## config.mk

```make
export PLATFORM = sky130hd
export DESIGN_NAME = wdog_timer
export DESIGN_NICKNAME = d
export VERILOG_FILES = /design/src/rtl/wdog_pkg.sv /design/src/rtl/wdog_ctrl.sv /design/src/rtl/wdog_gate.sv /design/src/rtl/wdog_counter.sv /design/src/rtl/wdog_timer.sv
export SDC_FILE = /design/constraint.sdc
export NUM_CORES = 1
export LEC_CHECK = 0
export ABC_AREA = 1
export ABC_CLOCK_PERIOD_IN_PS = 1600
export BUFFER_PORTS_ARGS = -buffer_cell sky130_fd_sc_hd__clkbuf_2
export CAP_MARGIN = 20
export CORE_MARGIN = 2
export CORE_UTILIZATION = 40
export DETAILED_ROUTE_END_ITERATION = 10
export PLACE_DENSITY_LB_ADDON = 0.08
export SYNTH_ARGS = -nofsm -noshare
export SYNTH_HDL_FRONTEND = slang
export SYNTH_SLANG_ARGS = --single-unit
```

## constraint.sdc

```tcl
create_clock -name clk -period 1.6 [get_ports clk]
set_input_delay 0.08 -clock clk [delete_from_list [all_inputs] [get_ports clk]]
set_output_delay 0.08 -clock clk [all_outputs]
set_load 0.1 [all_outputs]
```

## src/rtl/wdog_pkg.sv

```systemverilog
// Package for the watchdog: types and helpers shared by its submodules.
// Assumes the exponents it is given stay below 64.
package wdog_pkg;

    // Power and debug state of the core, gathered into one struct.
    typedef struct packed {
        logic idle;
        logic stop;
        logic sleep;
        logic slow;
        logic dbg;
    } wdog_mode_t;

    // Terminal count for an interval of 2^exp cycles, counted from zero.
    function automatic logic [63:0] term_of(input int unsigned exp);
        return (64'd1 << exp) - 64'd1;
    endfunction

endpackage

```

## src/rtl/wdog_ctrl.sv

```systemverilog
// Control register for the watchdog.
// Stores the run enable, the period code and the idle-run bit.
// Produces the counter-restart request for clear commands, period changes,
//   keyed disables and re-enables.
// Assumes at most one write per cycle. A write always carries every field.
module wdog_ctrl #(
    parameter int unsigned SEL_W       = 3,
    parameter int unsigned KEY_W       = 8,
    parameter logic [KEY_W-1:0] DISABLE_KEY = 8'hB1
) (
    input  logic             clk,
    input  logic             rst_n,
    input  logic             wr_valid,
    input  logic             wr_run_en,
    input  logic [SEL_W-1:0] wr_period,
    input  logic             wr_idle_run,
    input  logic             wr_clear,
    input  logic [KEY_W-1:0] wr_key,
    output logic             run_en,
    output logic [SEL_W-1:0] period_q,
    output logic             idle_run_q,
    output logic             cnt_clear
);

    logic key_ok;
    logic disable_hit;
    logic enable_hit;
    logic period_chg;

    // Decode which effects the current write has.
    always_comb begin
        key_ok      = (wr_key == DISABLE_KEY);
        disable_hit = wr_valid && !wr_run_en && key_ok && run_en;
        enable_hit  = wr_valid && wr_run_en && !run_en;
        period_chg  = wr_valid && (wr_period != period_q);
        cnt_clear   = (wr_valid && wr_clear) || period_chg || disable_hit || enable_hit;
    end

    // Update the stored fields. The enable resets to 1 so the watchdog runs from reset.
    always_ff @(posedge clk) begin
        if (!rst_n) begin
            run_en     <= 1'b1;
            period_q   <= '0;
            idle_run_q <= 1'b0;
        end else if (wr_valid) begin
            period_q   <= wr_period;
            idle_run_q <= wr_idle_run;
            if (wr_run_en)
                run_en <= 1'b1;
            else if (key_ok)
                run_en <= 1'b0;
        end
    end

    // the enable falls only after a write with a zero enable and the matching key
    p_disable_key_r7: assert property (@(posedge clk) disable iff (!rst_n)
        $fell(run_en) |-> $past(wr_valid && !wr_run_en && (wr_key == DISABLE_KEY)));

    // a write that changes the period code raises a restart
    p_period_restart_r6: assert property (@(posedge clk) disable iff (!rst_n)
        (wr_valid && (wr_period != period_q)) |-> cnt_clear);

endmodule

```

## src/rtl/wdog_gate.sv

```systemverilog
// Decides in each cycle whether the watchdog counter may advance.
// Low-power modes and debug halt always block it. Idle blocks it unless
//   idle-run is set.
// Assumes the mode inputs are already synchronous to clk.
module wdog_gate
    import wdog_pkg::*;
(
    input  logic       run_en,
    input  logic       idle_run,
    input  wdog_mode_t mode,
    output logic       advance
);

    logic no_fast_clk;
    logic idle_block;

    // Combine the enable with the gating conditions of each mode.
    always_comb begin
        no_fast_clk = mode.stop || mode.sleep || mode.slow;
        idle_block  = mode.idle && !idle_run;
        advance     = run_en && !no_fast_clk && !idle_block && !mode.dbg;
    end

endmodule

```

## src/rtl/wdog_counter.sv

```systemverilog
// Binary counter with a terminal count chosen by the period code.
// On the terminal edge it wraps to zero, sends a one-cycle request and
//   latches the timeout pin low.
// Assumes every interval is at least two cycles. A restart has priority over
//   a timeout on the same edge.
module wdog_counter
    import wdog_pkg::*;
#(
    parameter int unsigned BASE_EXP    = 15,
    parameter int unsigned EXP_STEP    = 2,
    parameter int unsigned NUM_PERIODS = 6,
    parameter int unsigned SEL_W       = 3,
    localparam int unsigned CNT_W      = BASE_EXP + EXP_STEP * (NUM_PERIODS - 1)
) (
    input  logic             clk,
    input  logic             rst_n,
    input  logic             advance,
    input  logic             cnt_clear,
    input  logic [SEL_W-1:0] period_sel,
    output logic             nmi_req,
    output logic             tout_n
);

    logic [CNT_W-1:0] term_tab [NUM_PERIODS];
    logic [SEL_W-1:0] sel_idx;
    logic [CNT_W-1:0] term;
    logic [CNT_W-1:0] count;

    // Build one terminal value per period code.
    for (genvar gi = 0; gi < NUM_PERIODS; gi++) begin : g_term
        localparam logic [63:0] TV = term_of(BASE_EXP + EXP_STEP * gi);
        assign term_tab[gi] = TV[CNT_W-1:0];
    end

    // Map codes past the last period onto the longest interval.
    always_comb begin
        if (period_sel > SEL_W'(NUM_PERIODS - 1))
            sel_idx = SEL_W'(NUM_PERIODS - 1);
        else
            sel_idx = period_sel;
        term = term_tab[sel_idx];
    end

    // Count, wrap at the terminal value, and set the request and the pin.
    always_ff @(posedge clk) begin
        if (!rst_n) begin
            count   <= '0;
            nmi_req <= 1'b0;
            tout_n  <= 1'b1;
        end else begin
            nmi_req <= 1'b0;
            if (cnt_clear) begin
                count  <= '0;
                tout_n <= 1'b1;
            end else if (advance) begin
                if (count == term) begin
                    count   <= '0;
                    nmi_req <= 1'b1;
                    tout_n  <= 1'b0;
                end else begin
                    count <= count + 1'b1;
                end
            end
        end
    end

    // the request never lasts two cycles
    p_single_pulse_r3: assert property (@(posedge clk) disable iff (!rst_n)
        nmi_req |=> !nmi_req);

    // the pin is low whenever a request is issued
    p_pin_low_r4: assert property (@(posedge clk) disable iff (!rst_n)
        nmi_req |-> !tout_n);

    // a restart releases the pin and suppresses the request
    p_clear_release_r5: assert property (@(posedge clk) disable iff (!rst_n)
        cnt_clear |=> (tout_n && !nmi_req));

    // the count holds when the gate blocks it and there is no restart
    p_hold_r10: assert property (@(posedge clk) disable iff (!rst_n)
        (!advance && !cnt_clear) |=> $stable(count));

    // the count never passes the terminal value of the selected period
    p_in_range_r2: assert property (@(posedge clk) disable iff (!rst_n)
        !cnt_clear |=> (count <= term));

endmodule

```

## src/rtl/wdog_timer.sv

```systemverilog
// Top level of the watchdog timer with selectable period.
// Connects the control register, the mode gate and the timeout counter.
// Assumes all inputs are synchronous to clk. The power manager, the interrupt
//   controller and the CPU are outside this block.
module wdog_timer #(
    parameter int unsigned BASE_EXP    = 15,
    parameter int unsigned EXP_STEP    = 2,
    parameter int unsigned NUM_PERIODS = 6,
    parameter int unsigned KEY_W       = 8,
    parameter logic [KEY_W-1:0] DISABLE_KEY = 8'hB1,
    localparam int unsigned SEL_W      = $clog2(NUM_PERIODS)
) (
    input  logic             clk,
    input  logic             rst_n,
    input  logic             wr_valid,
    input  logic             wr_run_en,
    input  logic [SEL_W-1:0] wr_period,
    input  logic             wr_idle_run,
    input  logic             wr_clear,
    input  logic [KEY_W-1:0] wr_key,
    input  logic             idle_i,
    input  logic             stop_i,
    input  logic             sleep_i,
    input  logic             slow_i,
    input  logic             dbg_halt_i,
    output logic             nmi_req_o,
    output logic             tout_n_o
);
    import wdog_pkg::*;

    logic             run_en;
    logic [SEL_W-1:0] period_q;
    logic             idle_run_q;
    logic             cnt_clear;
    logic             advance;
    wdog_mode_t       mode;

    // Gather the mode inputs into one struct.
    always_comb begin
        mode.idle  = idle_i;
        mode.stop  = stop_i;
        mode.sleep = sleep_i;
        mode.slow  = slow_i;
        mode.dbg   = dbg_halt_i;
    end

    wdog_ctrl #(
        .SEL_W       (SEL_W),
        .KEY_W       (KEY_W),
        .DISABLE_KEY (DISABLE_KEY)
    ) u_ctrl (
        .clk         (clk),
        .rst_n       (rst_n),
        .wr_valid    (wr_valid),
        .wr_run_en   (wr_run_en),
        .wr_period   (wr_period),
        .wr_idle_run (wr_idle_run),
        .wr_clear    (wr_clear),
        .wr_key      (wr_key),
        .run_en      (run_en),
        .period_q    (period_q),
        .idle_run_q  (idle_run_q),
        .cnt_clear   (cnt_clear)
    );

    wdog_gate u_gate (
        .run_en   (run_en),
        .idle_run (idle_run_q),
        .mode     (mode),
        .advance  (advance)
    );

    wdog_counter #(
        .BASE_EXP    (BASE_EXP),
        .EXP_STEP    (EXP_STEP),
        .NUM_PERIODS (NUM_PERIODS),
        .SEL_W       (SEL_W)
    ) u_cnt (
        .clk        (clk),
        .rst_n      (rst_n),
        .advance    (advance),
        .cnt_clear  (cnt_clear),
        .period_sel (period_q),
        .nmi_req    (nmi_req_o),
        .tout_n     (tout_n_o)
    );

    // the pin cannot fall while a low-power mode stops the counter
    p_lowpower_r9: assert property (@(posedge clk) disable iff (!rst_n)
        (stop_i || sleep_i || slow_i) |=> !$fell(tout_n_o));

endmodule

```

# Word level (Yosys, flattened, before mapping)
# Memory sizes are Yosys's and may differ from the RTL's.
# Cells that the tools add are included.
[totals]
ff_bits = 32
romBits = 200
inputBits = 22
output_inout_bits = 2
word_cells = 50
n_memories = 1
[memory_table]
columns = ["memory", "words", "width", "read_ports", "rd_ports_with_merged_regs", "wr", "line", "text"]
rows = [
  ["(name not given)", 8, 25, 1, 0, 0, "wdog_counter.sv:41", "term = term_tab[sel_idx];"],
]
[op_classes]
n_addsub = 1
order_cmp = 2
n_eq_ne = 3
muxes = 7
bitwise = 3
n_reduce_logical = 27
[ops]
columns = ["op", "n"]
rows = [
  ["$mux W25", 3],
  ["$add A25 B1 Y25 const B", 1],
  ["$eq A25 B25 Y1", 1],
  ["$logic_and A1 B1 Y1", 11],
  ["$eq A8 B8 Y1 const B", 1],
  ["$logic_not A1 Y1", 6],
  ["$logic_or A1 B1 Y1", 5],
  ["$ge A4 B4 Y1 const B", 1],
  ["$not A3 Y4", 1],
  ["$reduce_and A2 Y1", 2],
  ["$gt A3 B3 Y1 const B", 1],
  ["$mux W1", 3],
  ["$mux W3", 1],
  ["$ne A3 B3 Y1", 1],
  ["$reduce_or A3 Y1", 1],
  ["$not A1 Y1", 2],
  ["$reduce_bool A2 Y1", 1],
  ["$reduce_or A2 Y1", 1],
]

# Longest topological paths before layout
[logic_depth]
ltp_word = 8
depth_mapped = 11
depth_no_buf = 11

# Cells and area by module
# A second synthesis with hierarchy kept.
[hier_totals]
hier_cells = 319
hier_area_um2 = 1991.9
[modules_own_cells]
columns = ["module", "n_inst", "cells_per_inst", "area_each_um2", "seq_area_each_um2"]
rows = [
  ["wdog_counter", 1, 255, 1639.1, 540.5],
  ["wdog_ctrl", 1, 56, 319.1, 100.1],
  ["wdog_gate", 1, 8, 33.8, 0.0],
]

# Worst setup path after synthesis
# Ideal clock, no wire load.
[synth_timing]
path_kind = "register -> register"
startpoint = "register u_cnt.count[0]"
endpoint = "register u_cnt.count[5]"
setup_ns = 0.116
arrival_ns = 1.362
required_ns = 1.484
path_slack_ns = 0.122
stages_incl_launch_ff = 11
path_buffers = 0
period_less_slack_ns = 1.478
path_cell_list = "dfxtp_1 ha_1 nand2_1 nor2_1 nand2_1 nor2_1 nand4_1 nor2_2 nand2_2 nand2_4 nor2_1"
[synth_between]
elab_chain_len = 2
word_cells_on_any_way = 3
cone_classes = "1 x add/sub; 1 x eq/ne; 1 x mux"
[synth_lines]
columns = ["element", "line", "text"]
rows = [
  ["from (decl)", "wdog_counter.sv:27", "logic [CNT_W-1:0] count;"],
  ["from (signal assigned)", "wdog_counter.sv:61", "count <= count + 1'b1;"],
  ["$add A25 B1 Y25 or $eq A25 B25 Y1 (tied branches)", "wdog_counter.sv:61, wdog_counter.sv:56", ""],
  ["$mux W25 (*)", "wdog_counter.sv:56", "if (count == term) begin"],
]
# Every way passes the cells marked *; elsewhere a longest branch is shown, timed or not.
# A chain may end at the register's enable or synchronous reset.

# Final worst setup path
[layout_timing]
startpoint = "register u_cnt.count[1]"
endpoint = "register u_cnt.count[17]"
# The elaborated chain is that of the path after synthesis.

==> qor.csv <==
metric,value,unit
# IOs,24,
worst-margin pin slew,542,ps
DP Worst Slack,-2.96,ps
number of enable flip-flop cells after synthesis,0,
Vias per Instance,4.74,
Netlist cell types,29,
Synth Instances,314,
Mapped Avg Cell Area,6.36,um^2
total power draw,0.00162,W
"Primary FF master, synth",dfxtp_1,
share of cells above drive strength 1,0.266,
Synth area leaders,"dfxtp_1 32%, nand2_1 14%, nor2_1 10%",
DRT Pass-1 Iters,4,
initial antenna violation count,0,
first-pass GRT wire length,8830,um
critical path peak fanout,5,
Max VDD drop,0.468,mV
Worst-Skew Late Latency,290,ps
vias in the first global route,1921,
hold_buf cts,0,
H-tree depth,2,
endpoints failing setup,0,
Setup Crit Path Kind,flip-flop to flip-flop,
Worst Skew,10.3,ps
CTS buffer count,5,
pwr dens,644,nW/um^2
final worst-path cycle share,0.944,
Die ar.,5570,um^2
startpoint types,flip-flop,
FP Rows,25,
minimum clock period,1510,ps
most numerous cell in the Yosys netlist,nand2_1,
worst hold path class,input port to flip-flop,
Placer Congestion,0.988,
Power Internal,0.00121,W
Post-Syn Nets,337,
pins over their slew limit,0,
min setup slack post-route,89.3,ps
Area Overhead vs Synth,25.8,%
Post-synth top cells,"77 x nand2_1, 53 x nor2_1, 36 x inv_1",
gr usage total,0.212,
effective utilization at floorplan,0.420,
Synth Cell Area,2000,um^2
Hold Slack,9.71,ps
Slew headroom,0.640,
Syn. warnings,0,
top cell type's share of synthesized area,0.321,
Overflow after GRT,0,
outcome,finished clean,
Iteration-0 DRC Markers,146,
DRC violations left,0,
root buffer cell,clkbuf_8,
vias,2048,
CP required,1780,ps
final WL,5220,um
wire per inst,12.1,um
Die X,74.6,um
register area share after synthesis,0.321,
largest net degree at the start of global routing,12,
Post-synth ARST share,0,
IO buf count,23,
post-DP HPWL,4110,um
Worst setup EP type,flip-flop,
core area,4750,um^2
CTS tree,yes,
Ant. Diodes,0,
clock-pin slew on the worst setup and hold paths,70,ps
Clk network pwr share,0.406,
"flops & latches, synth",32,
RSZ-0062 raised after global routing,yes,
Final nets,387,
"Hold Vio Cnt, Final",0,
Static Leakage,1.07,nW
Critical Path AT,1690,ps
Gate power share,0.090,
Max Buffers Root-to-Sink,2,
sw power,0.000405,W
max frequency,0.662,GHz
# clock sinks,32,
Die Y,74.6,um
switch share,0.250,
Max Cap Viol,0,
post-synth top area cell,dfxtp_1,
antenna-violating nets left,0,
sequential cell fraction of total power,0.504,
placed cells by master, fill, tap and decap left out, drive strengths merged:
master  netlist  routed
nand2        83      84
nor2         63      63
inv          40      40
dfxtp        32      32
clkbuf        1      31
nand3        29      29
buf           2      22
a21oi        15      15
o21ai        15      15
nor3          9       9
nand4         8       8
xor2          6       6
nor3b         2       2
o21bai        1       1
nand3b        1       1
nor4          1       1
a31oi         1       1
or2           1       1
xnor2         1       1
a211oi        1       1
mux2i         1       1
ha            1       1
critical path, stage by stage, from the launching register on:
cell	delay, ps
dfxtp_2	360
ha_4	140
nand2_2	70
nor2_2	100
nand2_2	110
nor2_2	90
nand4_1	100
nor2_2	170
nand2_4	110
nand2_4	100
nor2_1	50
flip-flops by register name, summed over array words and instances (netlist names):
signal,cells
u_ctrl.idle_run_q,1
u_cnt.nmi_req,1
u_cnt.tout_n,1
u_ctrl.run_en,1
u_cnt.count,25
u_ctrl.period_q,3
logic make-up after synthesis:
kind of cell | count (synthesis) | synth area share
simple gates | 197 | 0.464
buf+inv | 43 | 0.0871
compound gates | 33 | 0.0859
flops | 32 | 0.321
xor+xnor | 7 | 0.0307
mux | 1 | 0.00502
fa+ha+maj | 1 | 0.00627
metrics by stage:
stage               cell area (um^2)   util  cells  TNS, ps
finish                          2510  0.528    432        0
global route                    2510  0.528    432     -721
CTS                             2430  0.511    431        0
detailed placement              2340  0.491    423    -3.79
global placement                2340  0.491    423        0
floorplan                       2000      -    314        0
metal layers:
layer | track usage | share of wire
met3 | 0.0415 | 0.024
met1 | 0.279 | 0.49
met4 | 0.0794 | 0.018
met2 | 0.347 | 0.47
met5 | 0 | 0
power groups by stage:
stage                     combinational [W]  sequential (W)  clock, W
after floorplan                   0.0000986        0.000827         0
after global placement             0.000142        0.000834         0
after detailed placement           0.000144        0.000834         0
after CTS                          0.000145        0.000816  0.000676
after global routing               0.000169        0.000816  0.000712
final                              0.000146        0.000814  0.000657
final timing paths:
kind,startpoint,endpoint,slack (ps),cells after the start
worst max-delay path,u_cnt.count[1],u_cnt.count[17],90,10
worst min-delay path,wr_idle_run,u_ctrl.idle_run_q,10,3
worst min register to register,u_cnt.count[6],u_cnt.count[6],470,1
worst max register to register,u_cnt.count[1],u_cnt.count[17],90,10
area by class of cell:
cell class | instances | area (um^2)
fill | 513 | 2240
multi-input combinational | 240 | 1250
sequential | 32 | 659
timing repair buffer | 45 | 280
inverter | 40 | 150
clock buffer | 8 | 90.1
tap | 67 | 83.8
timing repair:
item                       in CTS  in global routing
resized for setup               1                 28
pin swaps                       0                  6
setup endpoints to repair       9                 24
buffers inserted                0                  0
gates cloned                    0                  1
No activity file was read; power rests on OpenSTA's default activity.
